===== config.mk =====
export PLATFORM = sky130hd
export DESIGN_NAME = vaddr_class_unit
export DESIGN_NICKNAME = d
export VERILOG_FILES = /design/src/rtl/vseg_pkg.sv /design/src/rtl/vseg_mode_resolve.sv /design/src/rtl/vseg_classify.sv /design/src/rtl/vseg_rsp_stage.sv /design/src/rtl/vaddr_class_unit.sv
export SDC_FILE = /design/constraint.sdc
export NUM_CORES = 1
export LEC_CHECK = 0
export CAP_MARGIN = 20
export CORE_ASPECT_RATIO = 0.8
export CORE_MARGIN = 2
export CORE_UTILIZATION = 60
export CTS_CLUSTER_SIZE = 14
export DETAILED_ROUTE_END_ITERATION = 16
export DONT_BUFFER_PORTS = 1
export PLACE_DENSITY_LB_ADDON = 0.08
export SLEW_MARGIN = 20
export SYNTH_ARGS = -nofsm -noshare
export SYNTH_HDL_FRONTEND = slang
export SYNTH_SLANG_ARGS = --single-unit

===== constraint.sdc =====
create_clock -name clk -period 0.8 [get_ports clk]
set_clock_uncertainty 0.05 [all_clocks]
set_input_delay 0.04 -clock clk [delete_from_list [all_inputs] [get_ports clk]]
set_output_delay 0.04 -clock clk [all_outputs]
set_load 0.05 [all_outputs]

===== src/rtl/vseg_pkg.sv =====
package vseg_pkg;

  // Effective privilege level after status overrides
  typedef enum logic [1:0] {
    PRIV_KERNEL = 2'd0,
    PRIV_SUPER  = 2'd1,
    PRIV_USER   = 2'd2,
    PRIV_BAD    = 2'd3
  } priv_e;

  // Fault type reported on the response
  typedef enum logic [1:0] {
    FLT_NONE  = 2'd0,
    FLT_LOAD  = 2'd1,
    FLT_STORE = 2'd2,
    FLT_FETCH = 2'd3
  } fault_e;

  // Result class of one request
  typedef enum logic [1:0] {
    CLS_TLB    = 2'd0,
    CLS_DIRECT = 2'd1,
    CLS_FAULT  = 2'd2
  } class_e;

  // Status bits or the illegal encoding force kernel level
  function automatic priv_e resolve_priv(logic [1:0] field, logic err_lvl, logic exc_lvl);
    priv_e p;
    if (err_lvl || exc_lvl) begin
      p = PRIV_KERNEL;
    end else begin
      case (field)
        2'd1:    p = PRIV_SUPER;
        2'd2:    p = PRIV_USER;
        default: p = PRIV_KERNEL;
      endcase
    end
    return p;
  endfunction

endpackage


===== src/rtl/vseg_mode_resolve.sv =====
module vseg_mode_resolve
  import vseg_pkg::*;
(
  input  logic [1:0] mode_field,
  input  logic       err_lvl,
  input  logic       exc_lvl,
  output priv_e      eff_priv
);

  always_comb begin
    eff_priv = resolve_priv(mode_field, err_lvl, exc_lvl);
  end

endmodule


===== src/rtl/vseg_classify.sv =====
module vseg_classify
  import vseg_pkg::*;
#(
  parameter int ADDR_W = 32
) (
  input  logic [ADDR_W-1:0] vaddr,
  input  priv_e             priv,
  input  logic              is_store,
  input  logic              is_fetch,
  output class_e            cls,
  output fault_e            fcode,
  output logic [ADDR_W-1:0] paddr,
  output logic              uncached
);

  localparam int TOP = ADDR_W - 1;
  localparam logic [ADDR_W-1:0] CACHED_BASE   = {2'b10, {(ADDR_W-2){1'b0}}};
  localparam logic [ADDR_W-1:0] UNCACHED_BASE = {3'b101, {(ADDR_W-3){1'b0}}};

  // The top two bits select the whole unmapped kernel span
  function automatic logic in_direct_span(logic [ADDR_W-1:0] a);
    return a[TOP -: 2] == 2'b10;
  endfunction

  // Supervisor may only reach the lowest and the supervisor-mapped window
  function automatic logic super_reachable(logic [ADDR_W-1:0] a);
    return (a[TOP -: 3] == 3'b000) || (a[TOP -: 3] == 3'b110);
  endfunction

  // Direct translation subtracts the base of the window that was hit
  function automatic logic [ADDR_W-1:0] unmap(logic [ADDR_W-1:0] a);
    return a - (a[TOP-2] ? UNCACHED_BASE : CACHED_BASE);
  endfunction

  logic   misaligned_fetch;
  fault_e seg_fault;

  assign misaligned_fetch = is_fetch && (vaddr[1:0] != 2'b00);
  assign seg_fault        = is_store ? FLT_STORE : FLT_LOAD;

  always_comb begin
    cls      = CLS_TLB;
    fcode    = FLT_NONE;
    paddr    = '0;
    uncached = 1'b0;
    if (misaligned_fetch) begin
      cls   = CLS_FAULT;
      fcode = FLT_FETCH;
    end else begin
      case (priv)
        PRIV_SUPER: begin
          if (!super_reachable(vaddr)) begin
            cls   = CLS_FAULT;
            fcode = seg_fault;
          end
        end
        PRIV_USER: begin
          if (vaddr[TOP]) begin
            cls   = CLS_FAULT;
            fcode = seg_fault;
          end
        end
        default: begin
          if (in_direct_span(vaddr)) begin
            cls      = CLS_DIRECT;
            paddr    = unmap(vaddr);
            uncached = vaddr[TOP-2];
          end
        end
      endcase
    end
  end

endmodule


===== src/rtl/vseg_rsp_stage.sv =====
module vseg_rsp_stage
  import vseg_pkg::*;
#(
  parameter int ADDR_W = 32
) (
  input  logic              clk,
  input  logic              rst_n,
  input  logic              in_valid,
  input  class_e            in_cls,
  input  fault_e            in_fcode,
  input  logic [ADDR_W-1:0] in_paddr,
  input  logic              in_uncached,
  input  logic [ADDR_W-1:0] in_vaddr,
  output logic              out_valid,
  output logic              out_direct,
  output logic              out_tlb,
  output logic              out_fault,
  output logic [1:0]        out_fcode,
  output logic [ADDR_W-1:0] out_paddr,
  output logic              out_uncached,
  output logic [ADDR_W-1:0] out_vaddr
);

  always_ff @(posedge clk or negedge rst_n) begin
    if (!rst_n) begin
      out_valid    <= 1'b0;
      out_direct   <= 1'b0;
      out_tlb      <= 1'b0;
      out_fault    <= 1'b0;
      out_fcode    <= 2'd0;
      out_paddr    <= '0;
      out_uncached <= 1'b0;
      out_vaddr    <= '0;
    end else begin
      out_valid    <= in_valid;
      out_direct   <= in_valid && (in_cls == CLS_DIRECT);
      out_tlb      <= in_valid && (in_cls == CLS_TLB);
      out_fault    <= in_valid && (in_cls == CLS_FAULT);
      out_fcode    <= in_valid ? in_fcode : FLT_NONE;
      out_paddr    <= in_valid ? in_paddr : '0;
      out_uncached <= in_valid && in_uncached;
      out_vaddr    <= in_valid ? in_vaddr : '0;
    end
  end

  // one class per valid response, none when idle
  assert_one_class_R11: assert property (@(posedge clk) disable iff (!rst_n)
    out_valid |-> $countones({out_direct, out_tlb, out_fault}) == 1);
  assert_idle_quiet_R11: assert property (@(posedge clk) disable iff (!rst_n)
    !out_valid |-> !(out_direct || out_tlb || out_fault));

  // fault code is non-zero exactly when a fault is flagged
  assert_code_matches_flag_R8: assert property (@(posedge clk) disable iff (!rst_n)
    out_fault == (out_fcode != 2'd0));

endmodule


===== src/rtl/vaddr_class_unit.sv =====
module vaddr_class_unit
  import vseg_pkg::*;
#(
  parameter int ADDR_W = 32
) (
  input  logic              clk,
  input  logic              rst_n,
  input  logic              req_valid,
  input  logic [ADDR_W-1:0] req_vaddr,
  input  logic [1:0]        req_mode,
  input  logic              req_err_lvl,
  input  logic              req_exc_lvl,
  input  logic              req_store,
  input  logic              req_fetch,
  output logic              rsp_valid,
  output logic              rsp_direct,
  output logic [ADDR_W-1:0] rsp_paddr,
  output logic              rsp_uncached,
  output logic              rsp_tlb_req,
  output logic [ADDR_W-1:0] rsp_vaddr,
  output logic              rsp_fault,
  output logic [1:0]        rsp_fault_code
);

  localparam int TOP = ADDR_W - 1;

  priv_e             eff_priv;
  class_e            cls;
  fault_e            fcode;
  logic [ADDR_W-1:0] direct_paddr;
  logic              direct_uncached;
  logic              fetch_misaligned;

  // Event wire for the checks below
  assign fetch_misaligned = req_fetch && (req_vaddr[1:0] != 2'b00);

  vseg_mode_resolve u_mode (
    .mode_field (req_mode),
    .err_lvl    (req_err_lvl),
    .exc_lvl    (req_exc_lvl),
    .eff_priv   (eff_priv)
  );

  vseg_classify #(.ADDR_W(ADDR_W)) u_classify (
    .vaddr    (req_vaddr),
    .priv     (eff_priv),
    .is_store (req_store),
    .is_fetch (req_fetch),
    .cls      (cls),
    .fcode    (fcode),
    .paddr    (direct_paddr),
    .uncached (direct_uncached)
  );

  vseg_rsp_stage #(.ADDR_W(ADDR_W)) u_rsp (
    .clk          (clk),
    .rst_n        (rst_n),
    .in_valid     (req_valid),
    .in_cls       (cls),
    .in_fcode     (fcode),
    .in_paddr     (direct_paddr),
    .in_uncached  (direct_uncached),
    .in_vaddr     (req_vaddr),
    .out_valid    (rsp_valid),
    .out_direct   (rsp_direct),
    .out_tlb      (rsp_tlb_req),
    .out_fault    (rsp_fault),
    .out_fcode    (rsp_fault_code),
    .out_paddr    (rsp_paddr),
    .out_uncached (rsp_uncached),
    .out_vaddr    (rsp_vaddr)
  );

  // one-cycle response latency
  assert_rsp_follows_req_R1: assert property (@(posedge clk) disable iff (!rst_n)
    req_valid |=> rsp_valid);
  assert_no_spurious_rsp_R1: assert property (@(posedge clk) disable iff (!rst_n)
    !req_valid |=> !rsp_valid);

  // status bits force kernel, so the unmapped span is direct
  assert_status_forces_kernel_R2: assert property (@(posedge clk) disable iff (!rst_n)
    (req_valid && (req_err_lvl || req_exc_lvl) && !fetch_misaligned
     && req_vaddr[TOP -: 2] == 2'b10) |=> rsp_direct);

  // encoding 3 behaves as kernel
  assert_bad_mode_is_kernel_R3: assert property (@(posedge clk) disable iff (!rst_n)
    (req_valid && req_mode == 2'd3 && !fetch_misaligned
     && req_vaddr[TOP -: 2] == 2'b10) |=> rsp_direct);

  // cached window arithmetic
  assert_cached_window_R4: assert property (@(posedge clk) disable iff (!rst_n)
    (rsp_direct && !rsp_uncached) |->
      (rsp_vaddr[TOP -: 3] == 3'b100 && rsp_paddr == {3'b000, rsp_vaddr[TOP-3:0]}));

  // uncached window arithmetic
  assert_uncached_window_R5: assert property (@(posedge clk) disable iff (!rst_n)
    (rsp_direct && rsp_uncached) |->
      (rsp_vaddr[TOP -: 3] == 3'b101 && rsp_paddr == {3'b000, rsp_vaddr[TOP-3:0]}));

  // supervisor faults outside its two windows
  assert_super_fault_R6: assert property (@(posedge clk) disable iff (!rst_n)
    (req_valid && eff_priv == PRIV_SUPER && !fetch_misaligned
     && req_vaddr[TOP -: 3] != 3'b000 && req_vaddr[TOP -: 3] != 3'b110) |=> rsp_fault);

  // user faults on the upper half
  assert_user_fault_R7: assert property (@(posedge clk) disable iff (!rst_n)
    (req_valid && eff_priv == PRIV_USER && !fetch_misaligned && req_vaddr[TOP])
      |=> rsp_fault);

  // fetch alignment takes priority
  assert_fetch_first_R9: assert property (@(posedge clk) disable iff (!rst_n)
    (req_valid && fetch_misaligned) |=> (rsp_fault && rsp_fault_code == 2'd3));

  // TLB path carries no physical address; address echoed
  assert_tlb_clean_R10: assert property (@(posedge clk) disable iff (!rst_n)
    rsp_tlb_req |-> (rsp_paddr == '0 && !rsp_uncached));
  assert_vaddr_echo_R10: assert property (@(posedge clk) disable iff (!rst_n)
    req_valid |=> rsp_vaddr == $past(req_vaddr));

endmodule


==> results of run 1 <==
[logic make-up after synthesis]
| kind of cell | share of synthesized area, % |
|---|---|
| DFF | 75.1 |
| AOI/OAI and AO/OA | 1.98 |
| adders and majority gates | 1.07 |
| other | 0.161 |
| buffers and inverters | 2.20 |
| and+or+nand+nor | 19.5 |
[metrics by stage]
step / setup TNS (ns) / instance area [µm²] / instances / setup slack (ns) / hold WS [ns]
after floorplan: -11.13 / 2350 / 166 / -0.348 / -0.306
after global placement: -12.84 / 3800 / 276 / -0.405 / -0.304
==> summary.md, run 1 <==
| Metric | Value |
|---|---|
| Netlist Area Pre-Place | `roughly 2300 µm²` |
| Row Count | `20` |
| #FFs+latches synth | `70` |
| Buffers added on ports | `0` |
| Synth area leader | `dfrtp_1` |
| YS warnings | `0` |
| Synth Flop Type | `dfrtp_1` |
| Cell with the most instances after synthesis | `dfrtp_1` |
| Status | `aborted with a tool error` |
| Commonest cells in the netlist | `dfrtp_1 (70), and2_1 (60), clkbuf_1 (4)` |
| Async SR Flop Fraction | `100%` |
| Distinct cells, synth | `21` |
| Err | `[ERROR DPL-0038] Utilization greater than 100%, impossible to legalize` |
| Global placement routability congestion | `0.746` |
| Stop stage | `3_5_place_dp` |
| Post-synth EDFFs | `0` |
| Synth top area cells | `dfrtp_1 (75%), and2_1 (16%), ha_1 (1.1%)` |
| Avg Cell Area, Syn | `14.2 µm²` |
| Die Wd | `~74 µm` |
| Sequential fraction of the synthesis area | `between 70% and 80%` |
| Syn Inst Count | `164` |
| I/O pins | `between 100 and 150` |
| Initial Util | `62.2%` |
| Die H | `59.8 µm` |
| Yosys top cell area share | `75.1%` |
==> run 2, diff against run 1 <==
CORE_ASPECT_RATIO = default   (was 0.8)
CORE_UTILIZATION = 40   (was 60)
CTS_CLUSTER_SIZE = default   (was 14)
PLACE_DENSITY_LB_ADDON = 0.15   (was 0.08)
==> run 2 against run 1 <==
Compared with the run above: the flow now finishes, with violations (hold timing, setup timing); synthesized area did not move; synthesized cell count did not move.
==> summary.md, run 2 <==
| Metric | Value |
|---|---|
| Crit Path Max Fanout | `5` |
| Avg Cell Area, Syn | `14.2 µm² (unchanged)` |
| Post-synth EDFFs | `0 (unchanged)` |
| Dpl ws | `-0.524 ns` |
| Slowest-stage cell, CP | `ha_1` |
| Commonest cells in the netlist | `dfrtp_1 (70), and2_1 (60), clkbuf_1 (4) (unchanged)` |
| Via Count | `about 1700` |
| CTS Hold Bufs | `34` |
| DRC | `0` |
| First-pass GRT wire length | `between 9000 and 10000 µm` |
| Clock Path Buffers | `2` |
| Worst-path cell chain | `nor2_4, nand3b_1, ha_1, nand2_2, nor3_4, buf_6, buf_6, and2_1` |
| Async SR Flop Fraction | `100% (unchanged)` |
| CP Launch Type | `input pin` |
| Final hold violation count | `103` |
| Most frequent cells in the layout | `buf_12 (70), dfrtp_1 (70), and2_1 (60)` |
| Core Util, Final | `just over 80%` |
| Crit path time final | `between 1 and 1.5 ns` |
| Peak VDD IR | `roughly 0.0013 V` |
| Syn Inst Count | `164 (unchanged)` |
| Distinct cells, synth | `21 (unchanged)` |
| Largest registers | `u_rsp.out_vaddr x32, u_rsp.out_paddr x31, u_rsp.out_fcode x2` |
| CTS tree | `yes` |
| Sequential fraction of the synthesis area | `75.1% (unchanged)` |
| Max incr delay on CP | `0.33 ns` |
| Synth area leader | `dfrtp_1 (unchanged)` |
| Cts bufs inserted | `9` |
| Iteration-0 DRC Markers | `between 70 and 80` |
| #FFs+latches synth | `70 (unchanged)` |
| Die Wd | `80.4 µm (was 73.7 µm)` |
| Fin cells | `360` |
| Initial Util | `41.9% (was 62.2%)` |
| CP required | `1.03 ns` |
| Worst Setup Path Type | `input pin to flop` |
| Largest net degree at the start of global routing | `71` |
| Clk slew on worst S/H paths | `0.07 ns` |
| Buffers added on ports | `0 (unchanged)` |
| Die footprint | `about 6500 µm²` |
| Root Buffer | `clkbuf_8` |
| Status | `finished, violations left (was aborted with a tool error)` |
| CTS sink count | `70` |
| Synth-to-Final Area Change | `93.0%` |
| Global placement routability congestion | `0.691 (was 0.746)` |
| Largest register FFs | `32` |
| Total Wirelength | `between 6000 and 7000 µm` |
| Final Max Slew Viols | `0` |
| CP Capture Type | `flop` |
| Lkg Pwr | `about 2.1 nW` |
| Average vias per placed instance | `4.61` |
| Die H | `80.4 µm (was 59.8 µm)` |
| HPWL after detailed placement | `4140 µm` |
| Filler cells | `approximately 310` |
| Failing checks | `hold timing, setup timing` |
| Row Count | `27 (was 20)` |
| Initial antenna violation count | `0` |
| MaxCap Viol Count | `0` |
| Yosys top cell area share | `75.1% (unchanged)` |
| WHS | `-0.662 ns` |
| Hold Crit Class | `input pin to asynchronous set/reset pin` |
| I/O pins | `112 (unchanged)` |
| Synth top area cells | `dfrtp_1 (75%), and2_1 (16%), ha_1 (1.1%) (unchanged)` |
| Power per cell area | `about 1800 nW/µm²` |
| Post-route ant nets | `0` |
| Cell total after placement | `between 300 and 400` |
| Vias in the first global route | `approximately 1900` |
| RSZ-0062 raised after global routing | `yes` |
| Netlist Area Pre-Place | `2330 µm² (unchanged)` |
| Synth Flop Type | `dfrtp_1 (unchanged)` |
| Setup violations, final | `roughly 110` |
| Largest Register | `u_rsp.out_vaddr` |
| Nets@finish | `between 300 and 400` |
| Fmax | `roughly 1.0 GHz` |
| Antenna diodes | `0` |
| Period utilisation layout | `125%` |
| DR pass1 iterations | `4` |
| Share of cells above drive strength 1 | `36.8%` |
| Crit path arrival time | `between 1 and 1.5 ns` |
| Crit path top cell by count | `buf_6` |
| Pwr Total | `8.07 mW` |
| Core Region | `about 5600 µm²` |
| Total GRT Usage | `between 20% and 30%` |
| Final worst slack | `-0.203 ns` |
| Wire length per cell | `17.9 µm` |
| YS warnings | `0 (unchanged)` |
| Remaining Overflow, GRT | `0` |
| CTS H-Tree Depth | `3` |
| Cell with the most instances after synthesis | `dfrtp_1 (unchanged)` |
==> run 2: cell counts after synthesis <==
No cell type changed its count.
==> run 2: critical path: cells and delay by family <==
kind / cells / cell delay [ns]
and+or+nand+nor: 5 / 0.60
adders and majority gates: 1 / 0.33
buffers and inverters: 2 / 0.26
==> run 2: repair_timing <==
item / in CTS / in global routing
pin swaps: 5 / 6
setup buffers: 3 / 2
resized for setup: 14 / 6
setup endpoints to repair: 104 / 105
cloned: 2 / 0
endpoints found under the hold margin: 138 / 100
==> run 2: final cells by class <==
type / instances / area [µm²] / area share [%]
Multi-Input combinational cell: 85 / 609 / 13.5
Clock buffer: 12 / 155 / 3.44
Sequential cell: 70 / 1750 / 38.9
Clock inverter: 4 / 45.0 / 1.00
Inverter: 3 / 13.8 / 0.306
Timing Repair Buffer: 114 / 1840 / 40.8
Tap cell: 72 / 90.1 / 2.00
==> run 2: layer usage <==
layer  vias up  part of all wire [%]  global-route usage, %
li1        742                     -                      -
met3        13                   7.7                   7.53
met4         0                   2.5                   11.7
met1       829                    33                   21.3
met2        76                    57                   40.3
met5         -                     0                      0
==> run 2: cells by family (layout without fill, tap and decap cells) <==
kind of cell	Yosys count	count (layout)	synth area share, %
AND/OR/NAND/NOR	73	73	19.5
flip-flops	70	70	75.1
buffers and inverters	11	133	2.20
AO/OA/AOI/OAI	7	7	1.98
adder cells (fa/ha/maj)	2	2	1.07
other	1	3	0.161
==> run 2: per-stage QoR <==
step / setup TNS, ns / cell area, µm²
after floorplan: -11.13 / 2350
after global placement: -14.08 / 3840
after detailed placement: -16.52 / 3840
after CTS: -17.76 / 4470
after global routing: -23.20 / 4500
final: -18.11 / 4500
==> run 2: final timing paths <==
kind	from	endpoint	slack [ns]
max	req_exc_lvl	u_rsp.out_paddr[25]	-0.20
min	rst_n	u_rsp.out_vaddr[7]	-0.66
max in group asynchronous	rst_n	u_rsp.out_vaddr[1]	1.26
min in group clk	req_valid	u_rsp.out_valid	-0.32
==> run 2: power breakdown <==
group | internal, mW | total [mW] | switching [mW]
Sequential | 3.67 | 3.79 | 0.115
Combinational | 0.748 | 1.46 | 0.712
Clock | 1.59 | 2.82 | 1.23
Power figures use the tool's default switching activity.
